$ cat config.mk
export PLATFORM = sky130hd
export DESIGN_NAME = tx_selftest_gen
export DESIGN_NICKNAME = d
export VERILOG_FILES = /design/src/rtl/tx_selftest_gen.sv
export SDC_FILE = /design/constraint.sdc
export NUM_CORES = 1
export LEC_CHECK = 0
export BUFFER_PORTS_ARGS = -buffer_cell sky130_fd_sc_hd__buf_4
export CORE_ASPECT_RATIO = 1.4
export CORE_MARGIN = 2
export CORE_UTILIZATION = 47
export CTS_BUF_LIST = sky130_fd_sc_hd__clkbuf_4 sky130_fd_sc_hd__clkbuf_8 sky130_fd_sc_hd__clkbuf_16
export DETAILED_ROUTE_END_ITERATION = 10
export GPL_ROUTABILITY_DRIVEN = 0
export HOLD_SLACK_MARGIN = 0.1
export MAX_ROUTING_LAYER = met4
export PLACE_DENSITY = 0.8
export SYNTH_ARGS = -nofsm -noshare
export SYNTH_HDL_FRONTEND = slang
export SYNTH_SLANG_ARGS = --single-unit
$ cat constraint.sdc
create_clock -name clk -period 1.9 [get_ports clk]
set_input_delay 0.19 -clock clk [delete_from_list [all_inputs] [get_ports clk]]
set_output_delay 0.19 -clock clk [all_outputs]
set_load 0.005 [all_outputs]
$ cat src/rtl/tx_selftest_gen.sv
module tx_selftest_gen #(
  parameter int NCH = 4,
  parameter int CW  = 10
) (
  input  logic            clk,
  input  logic            rst_n,
  input  logic            latch_en,
  input  logic [NCH-1:0]  test_en_n,
  input  logic [NCH*CW-1:0] user_data,
  output logic [NCH*CW-1:0] tx_char
);

  localparam int SW = CW - 1;

  logic [NCH-1:0]         en_q;
  logic [NCH-1:0][SW-1:0] lfsr;

  always_ff @(posedge clk) begin
    if (!rst_n)        en_q <= '0;
    else if (latch_en) en_q <= ~test_en_n;
  end

  for (genvar i = 0; i < NCH; i++) begin : g_ch
    always_ff @(posedge clk) begin
      if (!rst_n || !en_q[i]) lfsr[i] <= '1;
      else                    lfsr[i] <= {lfsr[i][SW-2:0], lfsr[i][8] ^ lfsr[i][4]};
    end

    assign tx_char[CW*i +: CW] = en_q[i] ? {^lfsr[i], lfsr[i]} : user_data[CW*i +: CW];
  end

endmodule

Word-level counts from Yosys, hierarchy flattened

Cells that the tools add are included.

Mux-type cells: 4
Bitwise operators: 5
Reductions and logical operators: 13

Operators by type and width:

| operator           | count |
|---|---|
| $mux W10           | 4 |
| $reduce_xor A9 Y1  | 4 |
| $logic_not A1 Y1   | 5 |
| $logic_or A1 B1 Y1 | 4 |
| $not A4 Y4         | 1 |
| $xor A1 B1 Y1      | 4 |

Register bits: 40
Output and inout port bits: 40
Input port bits: 47
Logic and storage cells: 27

Logic depth before layout (Yosys ltp)

Depth in word-level cells: 2
Depth in mapped cells: 4
Gate-level depth less buffers: 4

Worst setup path before layout

OpenSTA, ideal clock, no wires.

Path type: register to output
From: register lfsr[17] (netlist name)
To: output tx_char[19]
Slack: 0.435 ns
Path buffers: 0
Stages on the path, launching flop included: 5
Data required time: 1.710 ns
Arrival: 1.275 ns
Cells stage by stage: dfxtp_1 -> xnor2_1 -> xnor3_1 -> xnor2_1 -> mux2_4

Longest elaborated chain between the ends: 2

RTL lines:

| element                          | RTL line | source |
|---|---|---|
| start: declaration               | 16       | `logic [NCH-1:0][SW-1:0] lfsr;` |
| start signal: indexed assignment | 26       | `else lfsr[i] <= {lfsr[i][SW-2:0], lfsr[i][8] ^ lfsr[i][4]};` |
| $reduce_xor A9 Y1                | 29       | `assign tx_char[CW*i +: CW] = en_q[i] ? {^lfsr[i], lfsr[i]} : user_data[CW*i +: CW];` |
| $mux W10                         | 29       |  |
| end: declaration                 | 10       | `output logic [NCH*CW-1:0] tx_char` |

No other way between the ends.

Final worst setup path

From: register lfsr[28] (netlist name)
To: output tx_char[39]

Same word-level chain as after synthesis.

==> impl_metrics.prom <==
# TYPE chip_impl_metric gauge
chip_impl_metric{name="first_pass_grt_wire_length",unit="um"} 6490
chip_impl_metric{name="yosysUniqueCellTypes",unit=""} 14
chip_impl_metric{name="crit_fanout",unit=""} 3
chip_impl_info{name="clock-root-buffer",value="clkbuf_8"} 1
chip_impl_info{name="crit_path_start_kind",value="register"} 1
chip_impl_metric{name="drt_pre_antenna_iters",unit=""} 4
chip_impl_info{name="timing.rr.end",value="lfsr[35]"} 1
chip_impl_metric{name="hold_viol_final",unit=""} 0
chip_impl_info{name="post-synth-top-count-cell",value="dfxtp_1"} 1
chip_impl_info{name="rsz0062_at_grt",value="true"} 1
chip_impl_info{name="setup.worst_path.end_class",value="output port"} 1
chip_impl_metric{name="power_leakage",unit="nW"} 1.23
chip_impl_metric{name="numCtsBuffers",unit=""} 5
chip_impl_metric{name="hpwl",unit="um"} 3320
chip_impl_metric{name="routed_wl",unit="um"} 4200
chip_impl_metric{name="design.die.area",unit="mm^2"} 0.00471
chip_impl_metric{name="antenna_violating_nets_post_route",unit=""} 0
chip_impl_metric{name="slew-limit-headroom",unit=""} 0.633
chip_impl_info{name="post-synth-top-area-cell",value="dfxtp_1"} 1
chip_impl_metric{name="timing.hold.worst_path_depth",unit=""} 3
chip_impl_metric{name="highest_clock_rate",unit="GHz"} 0.524
chip_impl_metric{name="seq_area_frac_synth",unit=""} 0.409
chip_impl_info{name="failed_checks",value="negative setup slack"} 1
chip_impl_metric{name="synthesis.area",unit="mm^2"} 0.00196
chip_impl_metric{name="grt_use_total",unit=""} 0.189
chip_impl_metric{name="fp-row-count",unit=""} 27
chip_impl_metric{name="grt_pass1_vias",unit=""} 1436
chip_impl_metric{name="dp_cells",unit=""} 285
chip_impl_metric{name="finalSetupViolCount",unit=""} 3
chip_impl_metric{name="fillCellCount",unit=""} 320
chip_impl_metric{name="clock_insertion_delay_worst_skew",unit="ps"} 290
chip_impl_metric{name="core",unit="mm^2"} 0.00395
chip_impl_metric{name="detail_route.drc_violations",unit=""} 0
chip_impl_info{name="cp_delay_by_family_top",value="XOR/XNOR gates"} 1
chip_impl_info{name="top_layer",value="met4"} 1
chip_impl_metric{name="asyncSetResetFlopFracSynth",unit=""} 0
chip_impl_metric{name="m1WireLength",unit="um"} 1490
chip_impl_metric{name="ys_seq_elements",unit=""} 40
chip_impl_metric{name="ys.warnings.count",unit=""} 0
chip_impl_metric{name="cts.htree.levels",unit=""} 2
chip_impl_metric{name="final_critical_path_setup_slack",unit="ps"} -9.02
chip_impl_info{name="synth.area.top_cells",value="dfxtp_1 (41%), mux2_2 (21%), or2_2 (10%), xnor2_1 (7.2%), xnor2_4 (5.6%)"} 1
chip_impl_info{name="min_path_type",value="input pin to register"} 1
chip_impl_metric{name="cts_hold_repair.buffers",unit=""} 0
chip_impl_metric{name="max_slew_violation_count",unit=""} 0
chip_impl_metric{name="post_synth_inst_count",unit=""} 162
chip_impl_metric{name="dr.first_iter.drc_count",unit=""} 48
chip_impl_metric{name="via_per_inst",unit=""} 4.88
chip_impl_metric{name="timing.clock.skew",unit="ps"} 3.26
chip_impl_metric{name="finish.cell_count_without_fillers",unit=""} 297
chip_impl_metric{name="start_util",unit=""} 0.496
chip_impl_metric{name="finalNetCount",unit=""} 300
chip_impl_metric{name="cts.path.max_buffers",unit=""} 2
chip_impl_metric{name="r2r_slack",unit="ps"} 500
chip_impl_metric{name="final.period_utilization",unit=""} 1.00
chip_impl_metric{name="r2r_cells",unit=""} 2
chip_impl_metric{name="power-per-cell-area",unit="mW/mm^2"} 628
chip_impl_info{name="critical-path-top-cell-by-count",value="xnor2_1"} 1
chip_impl_metric{name="synth_fp_nets",unit=""} 209
chip_impl_metric{name="insertedDiodeCount",unit=""} 0
chip_impl_metric{name="globalRouteOverflowTotal",unit=""} 0
chip_impl_metric{name="die_height",unit="um"} 80.4
chip_impl_metric{name="die_width",unit="um"} 58.6
chip_impl_metric{name="syn_to_final_growth",unit="%"} 44.0
chip_impl_metric{name="synth_largest_type_area_fraction",unit=""} 0.409
chip_impl_info{name="reg2reg_from",value="en_q[3]"} 1
chip_impl_metric{name="antenna_found_initial",unit=""} 0
chip_impl_metric{name="synth.avg_cell_area",unit="um^2"} 12.1
chip_impl_info{name="worstSetupStartpoint",value="lfsr[28]"} 1
chip_impl_metric{name="critical_path_arrival",unit="ps"} 1720
chip_impl_info{name="synth_ff_type",value="dfxtp_1"} 1
chip_impl_metric{name="timing.hold.ws",unit="ps"} 153
chip_impl_metric{name="route.met2.wl",unit="um"} 2420
chip_impl_metric{name="layout_min_cycle_time",unit="ps"} 1910
chip_impl_metric{name="dr_total_vias",unit=""} 1449
chip_impl_metric{name="timing.setup.tns",unit="ps"} -20.5
chip_impl_metric{name="worst_margin_pin_slew",unit="ps"} 550
chip_impl_metric{name="critical_path_required",unit="ps"} 1710
chip_impl_info{name="crit_slowest_cell",value="xnor3_1"} 1
chip_impl_info{name="min_to",value="en_q[1]"} 1
chip_impl_metric{name="drt-wirelength-per-cell",unit="um"} 14.1
chip_impl_info{name="cp_cell_sequence",value="xnor2_1 -> xnor3_1 -> xnor2_1 -> mux2_4 -> buf_6"} 1
chip_impl_metric{name="route.met3.wl",unit="um"} 241
chip_impl_metric{name="grt_max_degree",unit=""} 14
chip_impl_metric{name="cpPeakStageDelay",unit="ps"} 430
chip_impl_metric{name="ir_drop",unit="V"} 0.000575
chip_impl_info{name="holdCritStartpoint",value="test_en_n[1]"} 1
chip_impl_metric{name="cp.buffers_inverters",unit=""} 1
chip_impl_info{name="synth_commonest_cells",value="dfxtp_1 (40), mux2_2 (36), or2_2 (32), xnor2_1 (16), nand2_1 (8)"} 1
chip_impl_metric{name="cts.clk_slew.worst_paths",unit="ps"} 70
chip_impl_metric{name="io_buffer_count",unit=""} 86
chip_impl_metric{name="clock_sink_count",unit=""} 40
chip_impl_metric{name="final_layout_size_suffix_gt1_frac",unit=""} 0.748
chip_impl_info{name="cts_tree",value="built"} 1
chip_impl_metric{name="cap_violations",unit=""} 0
chip_impl_info{name="status",value="finished, violations left"} 1
chip_impl_info{name="worst-setup-path-type",value="register to output port"} 1
chip_impl_metric{name="boundaryPins",unit=""} 87
chip_impl_metric{name="number_of_flops_mapped_to_enable_cells_by_yosys",unit=""} 0
==> power by group <==
part / total, mW / switching, mW / internal, mW
logic: 0.309 / 0.0829 / 0.226
registers: 0.878 / 0.0302 / 0.848
clock network: 0.586 / 0.262 / 0.324
==> logic make-up (layout without fill, tap and decap cells) <==
logic type | after synthesis | count (layout) | synth area share
and+or+nand+nor | 44 | 44 | 0.128
AOI/OAI and AO/OA | 4 | 4 | 0.0204
xor gates and xnor gates | 28 | 28 | 0.192
muxes | 40 | 40 | 0.238
buffers and inverters | 6 | 98 | 0.0140
DFF | 40 | 40 | 0.409
==> routing by layer <==
layer / track usage / up-vias
li1: - / 724
met1: 0.182 / 668
met2: 0.361 / 52
met3: 0.0467 / 5
met4: 0.0545 / 0
met5: - / -
==> sequential cells by signal (all words and copies together), names as in the netlist <==
name,flops
en_q,4
lfsr,36
==> tightest hold or removal path, stage by stage <==
cell     delay [ps]
buf_4            80
nand2_1          40
o211a_1          90
==> layout by cell type, fill, tap and decap left out <==
master    count
dfxtp_1      28
buf_6         4
xnor2_4       4
xor2_1        4
o211a_1       4
buf_4        86
mux2_2       36
mux2_4        4
nand3_1       4
clkbuf_8      6
xnor2_2       4
nand2_1       8
or2_2        32
dfxtp_2      11
xnor2_1      12
dfxtp_4       1
xnor3_1       4
clkbuf_4      2
==> per-stage QoR <==
step / setup WS [ps] / power [mW] / utilization / area (um^2)
after floorplan: 435 / 1.02 / - / 1960
after global placement: 264 / 1.20 / 0.666 / 2630
after detailed placement: 225 / 1.20 / 0.666 / 2630
after CTS: -24.0 / 1.79 / 0.706 / 2790
after global routing: -77.5 / 1.86 / 0.714 / 2820
final: -9.02 / 1.77 / 0.714 / 2820
==> worst max path at each step <==
stage	to	slack [ps]	depth (start not counted)
finish	tx_char[39]	-9	5
global route	tx_char[29]	-80	5
CTS	tx_char[19]	-20	5
detailed placement	tx_char[29]	220	5
global placement	tx_char[19]	260	5
floorplan	tx_char[19]	440	4
==> what timing repair did <==
| action | in CTS | in global routing |
|---|---|---|
| pin swaps | 11 | 5 |
| buffers inserted | 2 | 2 |
| setup endpoints to repair | 4 | 4 |
| resized for setup | 16 | 5 |
==> cell type report <==
cell class,instances,area [um^2],share of cell area
clock buffers,8,97.6,0.0346
multi-input cells,116,1160,0.412
flip-flops and latches,40,818,0.290
well taps,43,53.8,0.0191
repair buffers,90,691,0.245
Note: power is estimated with default switching activity, not from simulation.
